**config.mk**
```make
export PLATFORM = sky130hd
export DESIGN_NAME = simd_media_alu
export DESIGN_NICKNAME = d
export VERILOG_FILES = /design/src/rtl/simd_media_pkg.sv /design/src/rtl/sad_unit.sv /design/src/rtl/mulh_unit.sv /design/src/rtl/avg_unit.sv /design/src/rtl/simd_media_alu.sv
export SDC_FILE = /design/constraint.sdc
export NUM_CORES = 2
export LEC_CHECK = 0
export BUFFER_PORTS_ARGS = -buffer_cell sky130_fd_sc_hd__buf_2
export CAP_MARGIN = 0
export CELL_PAD_IN_SITES_DETAIL_PLACEMENT = 1
export CELL_PAD_IN_SITES_GLOBAL_PLACEMENT = 2
export CORE_UTILIZATION = 45
export DETAILED_ROUTE_END_ITERATION = 7
export GPL_TIMING_DRIVEN = 0
export PLACE_DENSITY = 0.87
export SYNTH_ARGS = -nofsm -noshare
export SYNTH_HDL_FRONTEND = slang
export SYNTH_HIERARCHICAL = 1
export SYNTH_SLANG_ARGS = --single-unit
```
**constraint.sdc**
```tcl
create_clock -name clk_i -period 12.92 [get_ports clk_i]
set_clock_uncertainty 0.1 [all_clocks]
set_input_delay 3.876 -clock clk_i [delete_from_list [all_inputs] [get_ports clk_i]]
set_output_delay 3.876 -clock clk_i [all_outputs]
set_load 0.005 [all_outputs]
```
**src/rtl/simd_media_pkg.sv**
```systemverilog
package simd_media_pkg;
  localparam int unsigned DATA_W     = 64;
  localparam int unsigned BYTE_W     = 8;
  localparam int unsigned HALF_W     = 16;
  localparam int unsigned BYTE_LANES = DATA_W / BYTE_W;
  localparam int unsigned HALF_LANES = DATA_W / HALF_W;
  localparam int unsigned SAD_W      = BYTE_W + $clog2(BYTE_LANES);
  localparam int unsigned PROD_W     = 2 * HALF_W;
  localparam int unsigned FRAC_SH    = HALF_W - 1;

  typedef enum logic [1:0] {
    OP_SAD  = 2'd0,
    OP_MULH = 2'd1,
    OP_AVG  = 2'd2,
    OP_RSVD = 2'd3
  } media_op_e;
endpackage

```
**src/rtl/sad_unit.sv**
```systemverilog
module sad_unit
  import simd_media_pkg::*;
#(
  parameter int unsigned LANES  = BYTE_LANES,
  parameter int unsigned LANE_W = BYTE_W,
  localparam int unsigned SUM_W = LANE_W + $clog2(LANES)
) (
  input  logic                      clk_i,
  input  logic                      rst_ni,
  input  logic                      en_i,
  input  logic [LANES*LANE_W-1:0]   a_i,
  input  logic [LANES*LANE_W-1:0]   b_i,
  output logic [SUM_W-1:0]          sum_o
);
  logic [LANE_W-1:0] diff_q [LANES];

  for (genvar k = 0; k < LANES; k++) begin : g_lane
    logic [LANE_W-1:0] x, y;
    assign x = a_i[k*LANE_W +: LANE_W];
    assign y = b_i[k*LANE_W +: LANE_W];
    always_ff @(posedge clk_i or negedge rst_ni) begin
      if (!rst_ni)   diff_q[k] <= '0;
      else if (en_i) diff_q[k] <= (x >= y) ? x - y : y - x;
    end
  end

  always_comb begin
    sum_o = '0;
    for (int k = 0; k < LANES; k++) sum_o = sum_o + SUM_W'(diff_q[k]);
  end
endmodule

```
**src/rtl/mulh_unit.sv**
```systemverilog
module mulh_unit
  import simd_media_pkg::*;
#(
  parameter int unsigned LANES  = HALF_LANES,
  parameter int unsigned LANE_W = HALF_W,
  localparam int unsigned P_W   = 2 * LANE_W,
  localparam int unsigned SH    = LANE_W - 1
) (
  input  logic                      clk_i,
  input  logic                      rst_ni,
  input  logic                      en_i,
  input  logic [LANES*LANE_W-1:0]   a_i,
  input  logic [LANES*LANE_W-1:0]   b_i,
  output logic [LANES*LANE_W-1:0]   res_o
);
  localparam logic signed [P_W:0] RND    = (P_W+1)'(1) <<< (SH - 1);
  localparam logic signed [P_W:0] MAXPOS = (P_W+1)'((1 << (LANE_W - 1)) - 1);

  for (genvar k = 0; k < LANES; k++) begin : g_lane
    logic signed [P_W-1:0] prod_q;
    logic signed [P_W:0]   rnd;
    always_ff @(posedge clk_i or negedge rst_ni) begin
      if (!rst_ni)   prod_q <= '0;
      else if (en_i) prod_q <= $signed(a_i[k*LANE_W +: LANE_W]) * $signed(b_i[k*LANE_W +: LANE_W]);
    end
    // extra bit keeps the rounding add from wrapping
    assign rnd = ($signed({prod_q[P_W-1], prod_q}) + RND) >>> SH;
    assign res_o[k*LANE_W +: LANE_W] = (rnd > MAXPOS) ? MAXPOS[LANE_W-1:0] : rnd[LANE_W-1:0];
  end
endmodule

```
**src/rtl/avg_unit.sv**
```systemverilog
module avg_unit
  import simd_media_pkg::*;
#(
  parameter int unsigned LANES  = BYTE_LANES,
  parameter int unsigned LANE_W = BYTE_W
) (
  input  logic                      clk_i,
  input  logic                      rst_ni,
  input  logic                      en_i,
  input  logic [LANES*LANE_W-1:0]   a_i,
  input  logic [LANES*LANE_W-1:0]   b_i,
  output logic [LANES*LANE_W-1:0]   res_o
);
  for (genvar k = 0; k < LANES; k++) begin : g_lane
    logic [LANE_W:0]   sum;
    logic [LANE_W-1:0] avg_q;
    assign sum = {1'b0, a_i[k*LANE_W +: LANE_W]} + {1'b0, b_i[k*LANE_W +: LANE_W]} + (LANE_W+1)'(1);
    always_ff @(posedge clk_i or negedge rst_ni) begin
      if (!rst_ni)   avg_q <= '0;
      else if (en_i) avg_q <= sum[LANE_W:1];
    end
    assign res_o[k*LANE_W +: LANE_W] = avg_q;
  end
endmodule

```
**src/rtl/simd_media_alu.sv**
```systemverilog
module simd_media_alu
  import simd_media_pkg::*;
(
  input  logic              clk_i,
  input  logic              rst_ni,
  input  logic              vld_i,
  input  logic              guard_i,
  input  logic [1:0]        op_i,
  input  logic [DATA_W-1:0] a_i,
  input  logic [DATA_W-1:0] b_i,
  output logic              res_vld_o,
  output logic [DATA_W-1:0] res_o
);
  media_op_e   op, s1_op_q;
  logic        issue, s1_vld_q;
  logic [SAD_W-1:0]  sad_sum;
  logic [DATA_W-1:0] mulh_res, avg_res, sel_res;

  assign op    = media_op_e'(op_i);
  assign issue = vld_i & guard_i & (op != OP_RSVD);

  always_ff @(posedge clk_i or negedge rst_ni) begin
    if (!rst_ni) begin
      s1_vld_q <= 1'b0;
      s1_op_q  <= OP_SAD;
    end else begin
      s1_vld_q <= issue;
      if (issue) s1_op_q <= op;
    end
  end

  sad_unit u_sad (
    .clk_i (clk_i), .rst_ni (rst_ni), .en_i (issue && op == OP_SAD),
    .a_i (a_i), .b_i (b_i), .sum_o (sad_sum)
  );

  mulh_unit u_mulh (
    .clk_i (clk_i), .rst_ni (rst_ni), .en_i (issue && op == OP_MULH),
    .a_i (a_i), .b_i (b_i), .res_o (mulh_res)
  );

  avg_unit u_avg (
    .clk_i (clk_i), .rst_ni (rst_ni), .en_i (issue && op == OP_AVG),
    .a_i (a_i), .b_i (b_i), .res_o (avg_res)
  );

  always_comb begin
    unique case (s1_op_q)
      OP_SAD:  sel_res = DATA_W'(sad_sum);
      OP_MULH: sel_res = mulh_res;
      OP_AVG:  sel_res = avg_res;
      default: sel_res = '0;
    endcase
  end

  always_ff @(posedge clk_i or negedge rst_ni) begin
    if (!rst_ni) begin
      res_vld_o <= 1'b0;
      res_o     <= '0;
    end else begin
      res_vld_o <= s1_vld_q;
      res_o     <= s1_vld_q ? sel_res : '0;
    end
  end
endmodule

```
# Word level (Yosys, flattened, before mapping)
# Index checks and enable logic that the tools add are counted.
# classes
add_sub_neg	43
n_mul	4
n_lt_le_gt_ge	12
eq_ne	5
muxes	14
n_bitwise	2
reduce_logical	5
# ops
operator	n
case mux 64 bit (3 select lines)	1
adder 32 x 16 -> 33 bit (second input constant)	4
multiplier 16 x 16 -> 32 bit	4
subtractor 8 bit	16
adder 8 x 8 -> 9 bit	9
adder 9 x 1 -> 9 bit (second input constant)	8
greater-than comparator 18 x 16 -> 1 bit (second input constant)	4
adder 11 x 8 -> 11 bit	6
greater-or-equal comparator 8 bit	8
2-to-1 mux 16 bit	4
2-to-1 mux 64 bit	1
2-to-1 mux 8 bit	8
equality test 2 x 1 -> 1 bit (second input constant)	2
equality test 2 bit (second input constant)	2
logical NOT 2 bit	2
logical AND 1 bit	3
bitwise AND 1 bit	2
inequality test 2 bit (second input constant)	1
# totals
ff_bits	324
inputBits	134
word_cells	109

# Longest topological paths before layout
# depth
depth_word	9
depth_mapped	25
mapped_depth_nobuf	24

# By module
# The synthesis kept the hierarchy.
# modules_own_cells
module	n_inst	cells_each	area_per_inst_um2	seq_area_each_um2
mulh_unit	1	4514	41642.4	1801.7
sad_unit	1	1034	9032.4	1601.5
avg_unit	1	597	5357.6	1601.5
simd_media_alu	1	253	2967.8	1701.6

# Worst setup path after synthesis
# OpenSTA, ideal clock, no wires.
# synth_path
kind	input to register
startpoint	input b_i[33]
endpoint	register u_mulh.g_lane[2].prod_q[29]
setup_time_ns	0.104
arrival_ns	9.563
required_time_ns	12.716
path_slack_ns	3.153
stages	22
n_path_buf	1
path_cell_list	clkbuf_1 nand2_1 fa_1 fa_1 fa_1 fa_1 inv_1 fa_1 inv_1 fa_1 inv_1 ha_1 a21o_1 a21o_1 a21o_1 a211o_1 a21oi_2 o41ai_4 a211oi_2 o21bai_1 a2111o_1 o311ai_1
# synth_via
elab_chain_len	1
# synth_lines
item	line	rtl
start: declaration	simd_media_alu.sv:10	input logic [DATA_W-1:0] b_i,
multiplier 16 x 16 -> 32 bit	mulh_unit.sv:24	else if (en_i) prod_q <= $signed(a_i[k*LANE_W +: LANE_W]) * $signed(b_i[k*LANE_W +: LANE_W]);
end signal: assignment	mulh_unit.sv:24	
end: declaration	mulh_unit.sv:20	logic signed [P_W-1:0] prod_q;
# Every way passes these cells.
# A chain may end at the register's enable or synchronous reset.

# Worst setup path in the final report
# layout_path
startpoint	input a_i[22]
endpoint	register u_mulh.g_lane[1].prod_q[30]
# layout_via
elab_chain_len	1
# layout_lines
item	line	rtl
start: declaration	simd_media_alu.sv:9	input logic [DATA_W-1:0] a_i,
multiplier 16 x 16 -> 32 bit	mulh_unit.sv:24	
end signal: assignment	mulh_unit.sv:24	
end: declaration	mulh_unit.sv:20	
# Every way passes these cells.

==> results.json <==
{
  "post-dp-hpwl_um": 157000,
  "route.met3.wl_um": 8610,
  "antenna_found_initial": 16,
  "hold_violations": 0,
  "clock_path_buffers": 3,
  "areaGrowthSynthToFinish_pct": 7.59,
  "path_cells": "buf_2 -> clkbuf_1 -> nand2_1 -> fa_1 -> inv_1 -> fa_1 -> inv_1 -> fa_1 -> inv_1 -> fa_1 -> fa_1 -> inv_1 -> fa_1 -> inv_1 -> ha_1 -> and3_1 -> nand3_1 -> nor4_1 -> a221oi_1 -> o21ai_1 -> nand3_1 -> a31oi_1 -> nor3_1 -> o31ai_1",
  "numCtsBuffers": 37,
  "slowest_delay_ps": 710,
  "finalNetCount": 8397,
  "post-route-min-period_ps": 10720,
  "io_buffers": 198,
  "start_util_pct": 45.4,
  "drt_iter0_markers": 2587,
  "finalSetupTns_ps": 0,
  "io_pins": 199,
  "synth_area_um2": 59000,
  "viasPerCell": 5.45,
  "cts_sinks": 268,
  "cts_setup_buffers": 0,
  "cp.required_ps": 13300,
  "ys_ff_latch": 268,
  "cp_max_fo": 10,
  "routed_wire_length_per_instance_um": 23.1,
  "root_buffer": "clkbuf_16",
  "cts-hold-fix-buffers": 0,
  "stdcell_count": 8409,
  "clkLatencyLatePin_ps": 610,
  "cp-start-kind": "input pin",
  "critical_path.startpoint": "a_i[22]",
  "route.detailed.drc": 0,
  "routabilityCongestion": 0.886,
  "die_height_um": 364,
  "fin_crit_sh_pct": 83.0,
  "dr_wl_met2_um": 94000,
  "cp_num_cells": 24,
  "place_ws_ps": 1740,
  "reg2reg_from": "u_sad/diff_q[2]$_DFFE_PN0P_",
  "cts_tree": "built",
  "core_area_um2": 130000,
  "crit_slowest_cell": "clkbuf_1",
  "grt_pass1_vias": 51400,
  "drive_gt1_share_pct": 5.90,
  "max_freq_mhz": 93.3,
  "end_kind": "register",
  "synth_async_sr_flop_share_pct": 100,
  "grt_pass1_wl_um": 304000,
  "finalMaxSlewViolations": 0,
  "maxSlewHeadroom_pct": 7.95,
  "synth_flop_cell": "dfrtp_1",
  "critical_path.endpoint": "u_mulh/g_lane[1].prod_q[30]$_DFFE_PN0P_",
  "grt-ovfl-total": 0,
  "critPathKind": "input pin to register",
  "htree_num_levels": 2,
  "syn_area_per_cell_um2": 9.22,
  "min_from": "s1_vld_q$_DFF_PN0_",
  "rsz0062_at_grt": "no",
  "worst_slew_pin_slew_ps": 1380,
  "layout_setup_ws_ps": 2200,
  "synth_nets": 8158,
  "cp_num_buf_inv": 7,
  "dp.cells": 8340,
  "synth_edf_count": 0,
  "dr.pass1.iters": 5,
  "yosys_warnings": 6,
  "finalSetupViolations": 0,
  "path_delay_family": "adder cells",
  "grt_max_degree": 101,
  "r2r_cells": 18,
  "grt_use_total_pct": 30.3,
  "cp.arrival_ps": 11100,
  "status": "completed",
  "reg2reg_to": "res_o[10]$_DFF_PN0_",
  "clk_pin_slew_ps": 60,
  "drt_wl_total_um": 195000,
  "synth_cells": 6398,
  "cts_resized": 0,
  "route.vias.total": 45800,
  "hold_slack_ps": 283,
  "cap_violations": 0,
  "top_layer": "met5",
  "synth_cell_types": 78,
  "drtAntennaViolNets": 0,
  "synth-seq-area-share_pct": 11.4,
  "rrSetupSlack_ps": 8080,
  "rows": 132,
  "wl_met1_um": 85300,
  "die_area_um2": 133000,
  "die_w_um": 364,
  "hold_path_class": "register to register",
  "cp_common_cell": "fa_1"
}
-- cell usage in the layout, fill, tap and decap left out, types with 10 or more instances in the layout --
master,synthesis,final
o21ai_1,17,17
buf_2,26,223
fa_1,1107,1107
o31ai_1,10,10
a21oi_1,211,211
clkbuf_1,191,199
a311oi_1,15,15
a21o_1,81,81
nand4_1,37,37
a22oi_1,53,53
nand2b_1,39,39
xor2_1,84,84
nand3_1,55,55
nand4b_1,16,16
o211ai_1,22,22
xnor2_1,138,138
nor3b_1,10,10
dfrtp_1,268,268
nand3b_1,46,46
nor2b_1,90,90
inv_1,1389,1389
o21bai_1,13,13
clkbuf_16,0,37
nand2_1,647,647
ha_1,519,519
mux2_2,62,62
and2_1,500,500
a211oi_1,35,35
and3_1,37,37
nor2_1,194,194
or3_1,18,18
a31oi_1,49,49
nor3_1,35,35
mux2i_1,91,91
o21ai_0,142,142
-- metrics by stage --
stage	area, um^2	util, %
finish	63500	48.9
floorplan	59000	-
global placement	62200	47.9
CTS	63500	48.9
detailed placement	62200	47.9
global route	63500	48.9
-- cells in the mapped netlist, types with 7 or more instances --
library cell     n  share of area (%)
inv_1         1389                8.8
fa_1          1107                 38
nand2_1        647                4.1
ha_1           519                 11
and2_1         500                5.3
dfrtp_1        268                 11
a21oi_1        211                1.8
nor2_1         194                1.2
clkbuf_1       191                1.2
o21ai_0        142                1.2
xnor2_1        138                2.0
mux2i_1         91                1.5
nor2b_1         90               0.95
xor2_1          84                1.2
a21o_1          81                1.0
mux2_2          62                1.2
nand3_1         55               0.47
a22oi_1         53               0.67
a31oi_1         49               0.52
nand3b_1        46               0.59
nand2b_1        39               0.41
and3_1          37               0.39
nand4_1         37               0.39
a211oi_1        35               0.45
nor3_1          35               0.30
buf_2           26               0.22
o211ai_1        22               0.28
or3_1           18               0.19
o21ai_1         17               0.14
nand4b_1        16               0.24
a311oi_1        15               0.22
o21bai_1        13               0.17
nor3b_1         10               0.13
o31ai_1         10               0.13
a2111o_1         9               0.17
buf_4            9               0.11
buf_6            9               0.17
o21a_1           9               0.11
o22ai_1          9              0.095
or2_1            8              0.085
and4_1           7               0.10
-- state kept, by name, summed over array words and instances (netlist names) --
register / flops
u_mulh/g_lane.prod_q: 72
res_o: 64
u_avg/g_lane.avg_q: 64
u_sad/diff_q: 64
s1_op_q: 2
res_vld_o: 1
s1_vld_q: 1
-- metal layers --
layer / global-route usage (%) / vias up
met5: 0 / -
met4: 9.37 / 2
met3: 2.81 / 310
met2: 51.2 / 1118
met1: 41.0 / 24200
li1: - / 20200
-- worst reg2reg max path: stages, from the launching register on --
cell and delay, ps:
dfrtp_1 350, inv_1 60, fa_1 550, inv_1 80, fa_1 490, fa_1 500, inv_1 50, fa_1 520
inv_1 50, ha_1 260, a21o_1 170, a21oi_1 220, o21a_1 230, o21ai_0 130, a21oi_1 200, xnor2_1 240
mux2i_1 130, o21ai_0 160, and2_1 240
-- worst min path at each step --
stage / endpoint / slack (ps) / cells past startpoint
after floorplan: res_vld_o$_DFF_PN0_ / 250 / 0
after global placement: res_vld_o$_DFF_PN0_ / 260 / 0
after detailed placement: res_vld_o$_DFF_PN0_ / 270 / 0
after CTS: res_vld_o$_DFF_PN0_ / 290 / 0
after global routing: res_vld_o$_DFF_PN0_ / 310 / 0
final: res_vld_o$_DFF_PN0_ / 280 / 0
-- final cells by class --
type / count / area (um^2)
Inverter: 1390 / 5220
Buffer: 238 / 1030
Clock buffer: 49 / 1010
Tap cell: 1742 / 2180
Multi-Input combinational cell: 4502 / 46000
Clock inverter: 17 / 226
Antenna cell: 3 / 7.51
Timing Repair Buffer: 200 / 1060
Fill cell: 15200 / 66300
Sequential cell: 268 / 6710
-- logic make-up after synthesis --
family	Yosys count	share of synthesized area, %
mux	153	2.73
simple gates	1753	15.1
compound gates	748	8.37
xor+xnor	222	3.30
fa+ha+maj	1626	48.6
buf+inv	1628	10.6
flops	268	11.4
Power is left out: the tool's default activity adds up to more than one toggle a clock period on the data nets, which glitch-free logic cannot reach.
